$ cat src/rtl/axi_sel_pkg.sv
package axi_sel_pkg;
  localparam int NUM_SLV = 4;
  localparam int SEL_W   = 2;

  function automatic logic [NUM_SLV-1:0] sel_onehot(input logic [SEL_W-1:0] s);
    logic [NUM_SLV-1:0] v;
    v = '0;
    v[s] = 1'b1;
    return v;
  endfunction
endpackage

$ cat src/rtl/asel_decode.sv
module asel_decode
  import axi_sel_pkg::*;
#(
  parameter int ADDR_W = 31
) (
  input  logic [ADDR_W-1:0]   addr,
  output logic [SEL_W-1:0]    sel,
  output logic [ADDR_W-3:0]   lo_addr
);
  assign sel     = addr[ADDR_W-1 -: SEL_W];
  assign lo_addr = addr[ADDR_W-3:0];
endmodule

$ cat src/rtl/asel_tracker.sv
module asel_tracker
  import axi_sel_pkg::*;
#(
  parameter int CNT_W = 4
) (
  input  logic             clk,
  input  logic             rst,
  input  logic             aw_fire,
  input  logic             ar_fire,
  input  logic             b_fire,
  input  logic             rlast_fire,
  input  logic [SEL_W-1:0] aw_sel,
  input  logic [SEL_W-1:0] ar_sel,
  output logic [SEL_W-1:0] cur_slv,
  output logic             wr_busy,
  output logic             rd_busy,
  output logic             wr_full,
  output logic             rd_full
);
  logic [CNT_W-1:0] wr_cnt, rd_cnt;
  logic             idle;

  assign idle    = (wr_cnt == '0) && (rd_cnt == '0);
  assign wr_busy = (wr_cnt != '0);
  assign rd_busy = (rd_cnt != '0);
  assign wr_full = (wr_cnt == '1);
  assign rd_full = (rd_cnt == '1);

  always_ff @(posedge clk) begin
    if (rst) begin
      wr_cnt  <= '0;
      rd_cnt  <= '0;
      cur_slv <= '0;
    end else begin
      case ({aw_fire, b_fire})
        2'b10:   wr_cnt <= wr_cnt + 1'b1;
        2'b01:   wr_cnt <= wr_cnt - 1'b1;
        default: wr_cnt <= wr_cnt;
      endcase
      case ({ar_fire, rlast_fire})
        2'b10:   rd_cnt <= rd_cnt + 1'b1;
        2'b01:   rd_cnt <= rd_cnt - 1'b1;
        default: rd_cnt <= rd_cnt;
      endcase
      if (idle) begin
        if (aw_fire)      cur_slv <= aw_sel;
        else if (ar_fire) cur_slv <= ar_sel;
      end
    end
  end

  // the target cannot move while anything is outstanding
  assert_cur_hold_R3: assert property (@(posedge clk) disable iff (rst)
    (wr_busy || rd_busy) |=> $stable(cur_slv));

  // a non-final read beat never empties the read count on its own
  assert_rd_drain_R9: assert property (@(posedge clk) disable iff (rst)
    (rd_busy && !rlast_fire) |=> rd_busy);
endmodule

$ cat src/rtl/asel_wgate.sv
module asel_wgate (
  input  logic clk,
  input  logic rst,
  input  logic aw_fire,
  input  logic wlast_fire,
  output logic w_pend
);
  always_ff @(posedge clk) begin
    if (rst)             w_pend <= 1'b0;
    else if (aw_fire)    w_pend <= 1'b1;
    else if (wlast_fire) w_pend <= 1'b0;
  end

  // data becomes owed only through a command handshake
  assert_owed_after_cmd_R6: assert property (@(posedge clk) disable iff (rst)
    $rose(w_pend) |-> $past(aw_fire));
endmodule

$ cat src/rtl/asel_resp.sv
module asel_resp
  import axi_sel_pkg::*;
#(
  parameter int UID_W  = 7,
  parameter int DATA_W = 64,
  parameter int MASTER_IDX = 0
) (
  input  logic                          clk,
  input  logic                          rst,
  input  logic [SEL_W-1:0]              cur_slv,
  input  logic                          wr_busy,
  input  logic                          rd_busy,
  input  logic [NUM_SLV-1:0]            s_bvalid,
  output logic [NUM_SLV-1:0]            s_bready,
  input  logic [NUM_SLV*(UID_W+2)-1:0]  s_bid,
  input  logic [NUM_SLV*2-1:0]          s_bresp,
  input  logic [NUM_SLV-1:0]            s_rvalid,
  output logic [NUM_SLV-1:0]            s_rready,
  input  logic [NUM_SLV*(UID_W+2)-1:0]  s_rid,
  input  logic [NUM_SLV*DATA_W-1:0]     s_rdata,
  input  logic [NUM_SLV*2-1:0]          s_rresp,
  input  logic [NUM_SLV-1:0]            s_rlast,
  output logic                          bvalid,
  input  logic                          bready,
  output logic [UID_W-1:0]              bid,
  output logic [1:0]                    bresp,
  output logic                          rvalid,
  input  logic                          rready,
  output logic [UID_W-1:0]              rid,
  output logic [DATA_W-1:0]             rdata,
  output logic [1:0]                    rresp,
  output logic                          rlast
);
  localparam int DID_W = UID_W + 2;
  localparam logic [1:0] MIDX = 2'(MASTER_IDX);

  logic [DID_W-1:0] b_full_id, r_full_id;

  assign b_full_id = s_bid[cur_slv*DID_W +: DID_W];
  assign r_full_id = s_rid[cur_slv*DID_W +: DID_W];

  assign bvalid = s_bvalid[cur_slv] && wr_busy;
  assign bid    = b_full_id[UID_W-1:0];
  assign bresp  = s_bresp[cur_slv*2 +: 2];

  assign rvalid = s_rvalid[cur_slv] && rd_busy;
  assign rid    = r_full_id[UID_W-1:0];
  assign rdata  = s_rdata[cur_slv*DATA_W +: DATA_W];
  assign rresp  = s_rresp[cur_slv*2 +: 2];
  assign rlast  = s_rlast[cur_slv];

  for (genvar i = 0; i < NUM_SLV; i++) begin : g_rsp
    assign s_bready[i] = bready && wr_busy && (cur_slv == SEL_W'(i));
    assign s_rready[i] = rready && rd_busy && (cur_slv == SEL_W'(i));
  end

  // responses reaching the master carry this port's tag at the slave side
  assert_resp_tag_R5: assert property (@(posedge clk) disable iff (rst)
    (bvalid && bready) |-> (b_full_id[DID_W-1 -: 2] == MIDX));
  assert_rresp_tag_R5: assert property (@(posedge clk) disable iff (rst)
    (rvalid && rready) |-> (r_full_id[DID_W-1 -: 2] == MIDX));
  // at most one slave is offered a ready
  assert_one_bready_R8: assert property (@(posedge clk) disable iff (rst)
    $onehot0(s_bready) && $onehot0(s_rready));
endmodule

$ cat src/rtl/axi_mport_router.sv
module axi_mport_router
  import axi_sel_pkg::*;
#(
  parameter int ADDR_W     = 31,
  parameter int UID_W      = 7,
  parameter int DATA_W     = 64,
  parameter int CNT_W      = 4,
  parameter int MASTER_IDX = 0
) (
  input  logic                          clk,
  input  logic                          rst,
  input  logic                          awvalid,
  output logic                          awready,
  input  logic [ADDR_W-1:0]             awaddr,
  input  logic [UID_W-1:0]              awid,
  input  logic                          wvalid,
  output logic                          wready,
  input  logic [DATA_W-1:0]             wdata,
  input  logic                          wlast,
  output logic                          bvalid,
  input  logic                          bready,
  output logic [UID_W-1:0]              bid,
  output logic [1:0]                    bresp,
  input  logic                          arvalid,
  output logic                          arready,
  input  logic [ADDR_W-1:0]             araddr,
  input  logic [UID_W-1:0]              arid,
  output logic                          rvalid,
  input  logic                          rready,
  output logic [UID_W-1:0]              rid,
  output logic [DATA_W-1:0]             rdata,
  output logic [1:0]                    rresp,
  output logic                          rlast,
  output logic [3:0]                    s_awvalid,
  input  logic [3:0]                    s_awready,
  output logic [ADDR_W-3:0]             s_awaddr,
  output logic [UID_W+1:0]              s_awid,
  output logic [3:0]                    s_wvalid,
  input  logic [3:0]                    s_wready,
  output logic [DATA_W-1:0]             s_wdata,
  output logic                          s_wlast,
  input  logic [3:0]                    s_bvalid,
  output logic [3:0]                    s_bready,
  input  logic [4*(UID_W+2)-1:0]        s_bid,
  input  logic [7:0]                    s_bresp,
  output logic [3:0]                    s_arvalid,
  input  logic [3:0]                    s_arready,
  output logic [ADDR_W-3:0]             s_araddr,
  output logic [UID_W+1:0]              s_arid,
  input  logic [3:0]                    s_rvalid,
  output logic [3:0]                    s_rready,
  input  logic [4*(UID_W+2)-1:0]        s_rid,
  input  logic [4*DATA_W-1:0]           s_rdata,
  input  logic [7:0]                    s_rresp,
  input  logic [3:0]                    s_rlast
);
  localparam int DID_W = UID_W + 2;
  localparam logic [1:0] MIDX = 2'(MASTER_IDX);

  logic [SEL_W-1:0] aw_sel, ar_sel, cur_slv;
  logic wr_busy, rd_busy, wr_full, rd_full, idle, w_pend;
  logic aw_ok, ar_ok, aw_req;
  logic aw_fire, ar_fire, wlast_fire, b_fire, rlast_fire;

  asel_decode #(.ADDR_W(ADDR_W)) u_aw_dec (.addr(awaddr), .sel(aw_sel), .lo_addr(s_awaddr));
  asel_decode #(.ADDR_W(ADDR_W)) u_ar_dec (.addr(araddr), .sel(ar_sel), .lo_addr(s_araddr));

  assign idle   = !wr_busy && !rd_busy;
  assign aw_ok  = (idle || (aw_sel == cur_slv)) && !w_pend && !wr_full;
  assign aw_req = awvalid && aw_ok;
  // a read may switch slaves only if no write is heading elsewhere this cycle
  assign ar_ok  = !rd_full && (idle ? (!aw_req || (aw_sel == ar_sel))
                                    : (ar_sel == cur_slv));

  assign awready = aw_ok && s_awready[aw_sel];
  assign arready = ar_ok && s_arready[ar_sel];
  assign wready  = w_pend && s_wready[cur_slv];

  assign s_awid  = {MIDX, awid};
  assign s_arid  = {MIDX, arid};
  assign s_wdata = wdata;
  assign s_wlast = wlast;

  for (genvar i = 0; i < NUM_SLV; i++) begin : g_req
    assign s_awvalid[i] = aw_req && (aw_sel == SEL_W'(i));
    assign s_arvalid[i] = arvalid && ar_ok && (ar_sel == SEL_W'(i));
    assign s_wvalid[i]  = wvalid && w_pend && (cur_slv == SEL_W'(i));
  end

  assign aw_fire    = awvalid && awready;
  assign ar_fire    = arvalid && arready;
  assign wlast_fire = wvalid && wready && wlast;
  assign b_fire     = bvalid && bready;
  assign rlast_fire = rvalid && rready && rlast;

  asel_tracker #(.CNT_W(CNT_W)) u_track (
    .clk(clk), .rst(rst),
    .aw_fire(aw_fire), .ar_fire(ar_fire), .b_fire(b_fire), .rlast_fire(rlast_fire),
    .aw_sel(aw_sel), .ar_sel(ar_sel), .cur_slv(cur_slv),
    .wr_busy(wr_busy), .rd_busy(rd_busy), .wr_full(wr_full), .rd_full(rd_full)
  );

  asel_wgate u_wgate (
    .clk(clk), .rst(rst), .aw_fire(aw_fire), .wlast_fire(wlast_fire), .w_pend(w_pend)
  );

  asel_resp #(.UID_W(UID_W), .DATA_W(DATA_W), .MASTER_IDX(MASTER_IDX)) u_resp (
    .clk(clk), .rst(rst), .cur_slv(cur_slv), .wr_busy(wr_busy), .rd_busy(rd_busy),
    .s_bvalid(s_bvalid), .s_bready(s_bready), .s_bid(s_bid), .s_bresp(s_bresp),
    .s_rvalid(s_rvalid), .s_rready(s_rready), .s_rid(s_rid), .s_rdata(s_rdata),
    .s_rresp(s_rresp), .s_rlast(s_rlast),
    .bvalid(bvalid), .bready(bready), .bid(bid), .bresp(bresp),
    .rvalid(rvalid), .rready(rready), .rid(rid), .rdata(rdata),
    .rresp(rresp), .rlast(rlast)
  );

  // at most one slave sees a command on each address channel
  assert_onehot_cmd_R1: assert property (@(posedge clk) disable iff (rst)
    $onehot0(s_awvalid) && $onehot0(s_arvalid) && $onehot0(s_wvalid));
  // a command toward a non-current slave leaves only from an idle port
  assert_switch_idle_R3: assert property (@(posedge clk) disable iff (rst)
    (((s_awvalid | s_arvalid) & ~sel_onehot(cur_slv)) != '0) |-> idle);
  // commands toward slaves carry this port's tag
  assert_id_tag_R4: assert property (@(posedge clk) disable iff (rst)
    (s_awvalid != '0) |-> (s_awid[DID_W-1 -: 2] == MIDX));
  // write command ready drops right after each accepted command
  assert_aw_gap_R6: assert property (@(posedge clk) disable iff (rst)
    aw_fire |=> !awready);
endmodule

$ cat config.mk
export PLATFORM = sky130hd
export DESIGN_NAME = axi_mport_router
export DESIGN_NICKNAME = d
export VERILOG_FILES = /design/src/rtl/axi_sel_pkg.sv /design/src/rtl/asel_decode.sv /design/src/rtl/asel_tracker.sv /design/src/rtl/asel_wgate.sv /design/src/rtl/asel_resp.sv /design/src/rtl/axi_mport_router.sv
export SDC_FILE = /design/constraint.sdc
export NUM_CORES = 1
export LEC_CHECK = 0
export BUFFER_PORTS_ARGS = -buffer_cell sky130_fd_sc_hd__buf_2
export CAP_MARGIN = 20
export CORE_AREA = 2 2 294 296
export DETAILED_ROUTE_END_ITERATION = 8
export DIE_AREA = 0 0 296 298
export HOLD_SLACK_MARGIN = 0.1
export SLEW_MARGIN = 15
export SYNTH_ARGS = -nofsm -noshare
export SYNTH_HDL_FRONTEND = slang
export SYNTH_HIERARCHICAL = 1
export SYNTH_SLANG_ARGS = --single-unit
$ cat constraint.sdc
create_clock -name clk -period 4.55 [get_ports clk]
set_input_delay 0.6825 -clock clk [delete_from_list [all_inputs] [get_ports clk]]
set_output_delay 0.6825 -clock clk [all_outputs]
set_load 0.03 [all_outputs]
==> Word level (Yosys, flattened, before mapping) <==
Cells that the tools add are included.
{ "totals": {"register_bits": 11, "latch_bits": 0, "mem_bits_rw": 0, "mem_bits_ro": 0, "out_inout_bits": 249, "elab_cells": 116, "memories": 0} }
{ "classes": {"addsub": 4, "n_mul": 1, "div": 0, "order_cmp": 3, "n_eq_ne": 18, "n_shift": 5, "muxes": 19, "bitwise": 0, "reduce_logical": 62} }
{ "ops": {"columns": ["cell", "n"], "rows": [
  ["$shiftx A256 B9 Y64", 1],
  ["$shiftx A36 B7 Y7", 2],
  ["$logic_and A1 B1 Y1", 42],
  ["$eq A2 B2 Y1 const B", 8],
  ["$pmux W4 S2", 2],
  ["$shiftx A8 B4 Y2", 2],
  ["$bmux W1 S2", 6],
  ["$eq A2 B1 Y1 const B", 5],
  ["$lt A2 B3 Y1 const B", 3],
  ["$mux W1", 9],
  ["$add A4 B1 Y4 const B", 2],
  ["$eq A4 B4 Y1 const B", 2],
  ["$logic_not A4 Y1", 2],
  ["$reduce_bool A2 Y1", 4],
  ["$reduce_bool A4 Y1", 2],
  ["$sub A4 B1 Y4 const B", 2],
  ["$eq A2 B2 Y1", 3],
  ["$logic_not A1 Y1", 6],
  ["$logic_not A2 Y1", 3],
  ["$mul A2 B4 Y6 const B", 1],
  ["$mux W2", 2],
  ["$logic_or A1 B1 Y1", 2],
  ["$reduce_and A2 Y1", 1]
]} }

==> Depth between registers and ports, before layout <==
{ "depth": {"ltp_word": 15, "ltp_mapped": 14, "mapped_depth_nobuf": 13} }

==> By module <==
Netlist, hierarchy kept.
{ "by_module_without_submodules": {"columns": ["module", "n_inst", "cells_per_inst", "area_each_um2", "seq_area_each_um2"], "rows": [
  ["asel_resp", 1, 120, 2099.5, 0.0],
  ["axi_mport_router", 1, 138, 1022.2, 0.0],
  ["asel_tracker", 1, 72, 640.6, 200.2],
  ["asel_decode", 2, 31, 232.7, 0.0],
  ["asel_wgate", 1, 4, 38.8, 20.0]
]} }

==> Worst setup path after synthesis <==
No wires, ideal clock.
{ "synth_path": {"path_kind": "input to register", "startpoint": "input port awaddr[30]", "endpoint": "register u_track.wr_cnt[3]", "setup_time_ps": 121, "arrival_time_ps": 3121, "required_time_ps": 4429, "path_slack_ps": 1309, "stages": 11, "path_cell_list": "buf_4 > buf_2 > mux2i_1 > mux2_2 > nor3_1 > inv_1 > ha_1 > nor2_1 > and3_1 > a211oi_1 > mux2_2"} }
{ "synth_via": {"elab_chain_len": 8} }
{ "synth_lines": {"columns": ["element", "line", "text"], "rows": [
  ["from (decl)", "axi_mport_router.sv:14", "input logic [ADDR_W-1:0] awaddr,"],
  ["$eq A2 B2 Y1", "axi_mport_router.sv:69", "assign aw_ok = (idle || (aw_sel == cur_slv)) && !w_pend && !wr_full;"],
  ["$logic_or A1 B1 Y1", "axi_mport_router.sv:69", null],
  ["$logic_and A1 B1 Y1 (2 in a row)", "axi_mport_router.sv:69", null],
  ["$logic_and A1 B1 Y1 (*)", "axi_mport_router.sv:75", "assign awready = aw_ok && s_awready[aw_sel];"],
  ["$logic_and A1 B1 Y1 (*)", "axi_mport_router.sv:90", "assign aw_fire = awvalid && awready;"],
  ["net aw_fire", "axi_mport_router.sv:63", "logic aw_fire, ar_fire, wlast_fire, b_fire, rlast_fire;"],
  ["$eq A2 B1 Y1 / $eq A2 B2 Y1 (equally long branches)", "asel_tracker.sv:35", "case ({aw_fire, b_fire})"],
  ["$pmux W4 S2 / $reduce_bool A2 Y1 (equally long branches)", null, null],
  ["to (signal assigned)", "asel_tracker.sv:36", "2'b10: wr_cnt <= wr_cnt + 1'b1;"],
  ["to (signal assigned)", "asel_tracker.sv:37", "2'b01: wr_cnt <= wr_cnt - 1'b1;"],
  ["to (signal assigned)", "asel_tracker.sv:38", "default: wr_cnt <= wr_cnt;"],
  ["to (decl)", "asel_tracker.sv:20", "logic [CNT_W-1:0] wr_cnt, rd_cnt;"]
]} }
Mark *: on every way through the listed nets, which the timed path passes. The rest lies on a longest branch. The select of a mux whose other input is x is not followed.
A chain may end at the register's enable or synchronous reset.

==> Worst setup path in the final report <==
{ "layout_path": {"startpoint": "register u_track.wr_cnt[0]", "endpoint": "register u_track.wr_cnt[2]"} }
{ "layout_via": {"elab_chain_len": 10} }
{ "layout_lines": {"columns": ["element", "line", "text"], "rows": [
  ["$reduce_bool A4 Y1 (*)", "asel_tracker.sv:24", "assign wr_busy = (wr_cnt != '0);"],
  ["net wr_busy", "axi_mport_router.sv:61", "logic wr_busy, rd_busy, wr_full, rd_full, idle, w_pend;"],
  ["$logic_not A1 Y1 (*)", "axi_mport_router.sv:68", "assign idle = !wr_busy && !rd_busy;"],
  ["$logic_and A1 B1 Y1 (*)", "axi_mport_router.sv:68", null],
  ["$logic_or A1 B1 Y1 (*)", "axi_mport_router.sv:69", null],
  ["$logic_and A1 B1 Y1 (*) (2 in a row)", "axi_mport_router.sv:69", null],
  ["$logic_and A1 B1 Y1 (*)", "axi_mport_router.sv:75", null],
  ["$logic_and A1 B1 Y1 (*)", "axi_mport_router.sv:90", null],
  ["net aw_fire", "axi_mport_router.sv:63", null],
  ["$eq A2 B1 Y1 / $eq A2 B2 Y1 (equally long branches)", "asel_tracker.sv:35", null],
  ["$pmux W4 S2 / $reduce_bool A2 Y1 (equally long branches)", null, null]
]} }
Mark *: on every way through the listed nets, which the timed path passes. The rest lies on a longest branch.

==> flow_summary.json <==
{
  "status": "finished clean",
  "max_clock_freq_ghz": 0.287,
  "hp-class": "reg2reg",
  "dr.pass1.iters": 4,
  "rrSetupSlack_ns": 1.07,
  "ys_seq_area_share_pct": 5.16,
  "grt_usage_pct": 7.29,
  "synth-seq-cells": 11,
  "cts.sinks": 11,
  "max_slew_margin_pct": 49.8,
  "met2_usage_pct": 11.2,
  "postLayoutSetupSlackWorst_ns": 1.07,
  "drv_slew": 0,
  "hold_end": "u_track/wr_cnt[2]",
  "setup_violations": 0,
  "path_common_cell": "a21oi_1",
  "path_class": "reg2reg",
  "viasPerCell": 2.63,
  "r2r-end": "u_track/wr_cnt[2]",
  "clk_pin_slew_worst_paths_ns": 0.04,
  "final_nets": 1232,
  "avgSynthCellArea_um2": 10.8,
  "hold_viol": 0,
  "cts_setup_buffers": 0,
  "drv_cap": 0,
  "setup_tns_ns": 0,
  "crit_buf_inv": 2,
  "area_delta_synth_final_pct": 64.5,
  "final_common_cell": "buf_2",
  "ctsHoldBuffers": 0,
  "cp_top_family": "simple AND/OR/NAND/NOR gates",
  "rsz0062_at_grt": "no",
  "num_vias": 4920,
  "place_ws_ns": 0.992,
  "clk-insertion-delay-late_ns": 0.24,
  "worstPathMaxFanout": 6,
  "p_leak_nw": 2.85,
  "yosys_warnings": 6,
  "fp.dieH_um": 298,
  "place_hpwl_um": 32500,
  "grt_pass1_vias": 4795,
  "skew_ns": 0.00244,
  "clk_path_buf_depth": 2,
  "worstPathRequired_ns": 4.72,
  "ant_nets": 0,
  "worstPathCellList": "or4_1, nor2_1, a21oi_1, nor3_1, buf_4, inv_1, ha_1, xor2_1, ha_1, a21oi_1, xor2_1, or3_1, a21oi_1",
  "yosysUniqueCellTypes": 40,
  "dieWidth_um": 296,
  "htreeDepth": 1,
  "cp.arrival_ns": 3.66,
  "synth_edf_count": 0,
  "end_kind": "flip-flop",
  "placementRows": 107,
  "finalCriticalPeriod_ns": 3.48,
  "layout_common_cells": "buf_2, mux4_2, nor2_1",
  "gp_congestion": 0.948,
  "grt_overflow": 0,
  "worst_slew_pin_slew_ns": 0.754,
  "post-route-drc-count": 0,
  "critPathLaunchType": "flip-flop",
  "use_met3_pct": 5.33,
  "grt_pass1_wl_um": 41900,
  "busiest_layer": "met2",
  "powerDensity_nw_per_um2": 482,
  "cts_buffers": 3,
  "cp_slowest_stage_delay_ns": 0.78,
  "clockRootBuffer": "clkbuf_16",
  "io_buffers": 472,
  "cts_tree": "done",
  "cts_resized": 0,
  "netlist_area_um2": 4270,
  "core_area_um2": 84900,
  "met1_usage_pct": 7.31,
  "die_area_um2": 88200,
  "ir_drop_v": 0.000307,
  "worstReg2RegStart": "u_track/wr_cnt[0]",
  "worstRegToRegCells": 13,
  "grt_max_degree": 57,
  "synthFlopType": "dfxtp_1",
  "initial_utilization_pct": 5.03,
  "antenna_found_initial": 46,
  "drive_gt1_share_pct": 81.7,
  "wl_per_cell_um": 18.6,
  "hp-start": "u_track/wr_cnt[2]",
  "async_flop_share_pct": 0,
  "syn_inst": 396,
  "routed_wl_um": 34800,
  "drt_iter0_markers": 202,
  "whs_path_depth": 2,
  "cp_slowest_cell": "or4_1",
  "fin_crit_sh_pct": 76.6,
  "pin_count": 765
}
[worst min-delay path: cells and delay by family (launching register included)]
family,cells,cell delay [ns]
flops,1,0.33
compound gates,2,0.14
[cell usage after synthesis, drive strengths merged, types with 5 or more instances]
| cell | count | share of area [%] |
|---|---|---|
| nor4 | 8 | 1.2 |
| mux2i | 8 | 1.9 |
| a21oi | 7 | 0.91 |
| buf | 164 | 28 |
| nand2 | 8 | 0.70 |
| ha | 6 | 1.8 |
| dfxtp | 11 | 5.2 |
| nor3 | 6 | 0.70 |
| clkbuf | 9 | 0.82 |
| xor2 | 6 | 1.2 |
| nand2b | 7 | 1.0 |
| inv | 5 | 0.44 |
| nor2 | 22 | 1.9 |
| mux4 | 86 | 45 |
| xnor2 | 6 | 1.2 |
[registers in the layout (all words and copies together) (netlist names)]
register         flops
u_track/rd_cnt       4
u_wgate/w_pend       1
u_track/cur_slv      2
u_track/wr_cnt       4
[per-stage QoR]
step,utilization [%],power (W),cell area [um^2],cells,hold WS (ns)
after detailed placement,8.13,0.00329,6900,1849,0.510
final,8.27,0.00338,7020,1870,0.521
after CTS,8.22,0.00346,6980,1853,0.515
after global routing,8.24,0.00365,7000,1861,0.579
after floorplan,-,0.00258,4280,399,0.479
after global placement,8.13,0.00327,6900,1849,0.524
[final cells by class]
cell class / instances / area, um^2
tap: 1144 / 1430
multi-input combinational: 210 / 2790
clock buffer: 4 / 78.8
sequential: 11 / 228
inverter: 5 / 18.8
antenna: 17 / 42.5
fill: 10051 / 77900
timing repair buffer: 479 / 2430
[worst max-delay path by stage]
| stage | startpoint | endpoint | cells past startpoint |
|---|---|---|---|
| finish | u_track/wr_cnt[0] | u_track/wr_cnt[2] | 13 |
| global placement | u_track/wr_cnt[0] | u_track/rd_cnt[2] | 12 |
| global route | u_track/wr_cnt[0] | u_track/wr_cnt[2] | 13 |
| floorplan | awaddr[30] | u_track/wr_cnt[3] | 11 |
| detailed placement | u_track/wr_cnt[0] | u_track/wr_cnt[3] | 11 |
| CTS | u_track/wr_cnt[0] | u_track/wr_cnt[3] | 11 |
[power by group]
group	switching (W)	total, W	internal (W)
Clock	0.0000444	0.000162	0.000118
Sequential	0.0000912	0.000217	0.000126
Combinational	0.00185	0.00300	0.00115
Total	0.00199	0.00338	0.00140
[logic make-up (layout without fill, tap and decap cells)]
kind of cell / Yosys count / in the layout / synth area share, %
AOI/OAI and AO/OA: 18 / 18 / 3.37
muxes: 98 / 98 / 48.3
and+or+nand+nor: 72 / 72 / 9.15
xor gates and xnor gates: 12 / 12 / 2.46
adders and majority gates: 6 / 6 / 1.76
other: 1 / 21 / 0.0879
DFF: 11 / 11 / 5.16
buffers and inverters: 178 / 488 / 29.7
[routing by layer]
layer / up-vias / wire, um
li1: 2006 / -
met1: 2200 / 11500
met2: 559 / 14600
met3: 131 / 6690
met4: 24 / 1890
met5: - / 149
No activity file was read; power rests on OpenSTA's default activity.
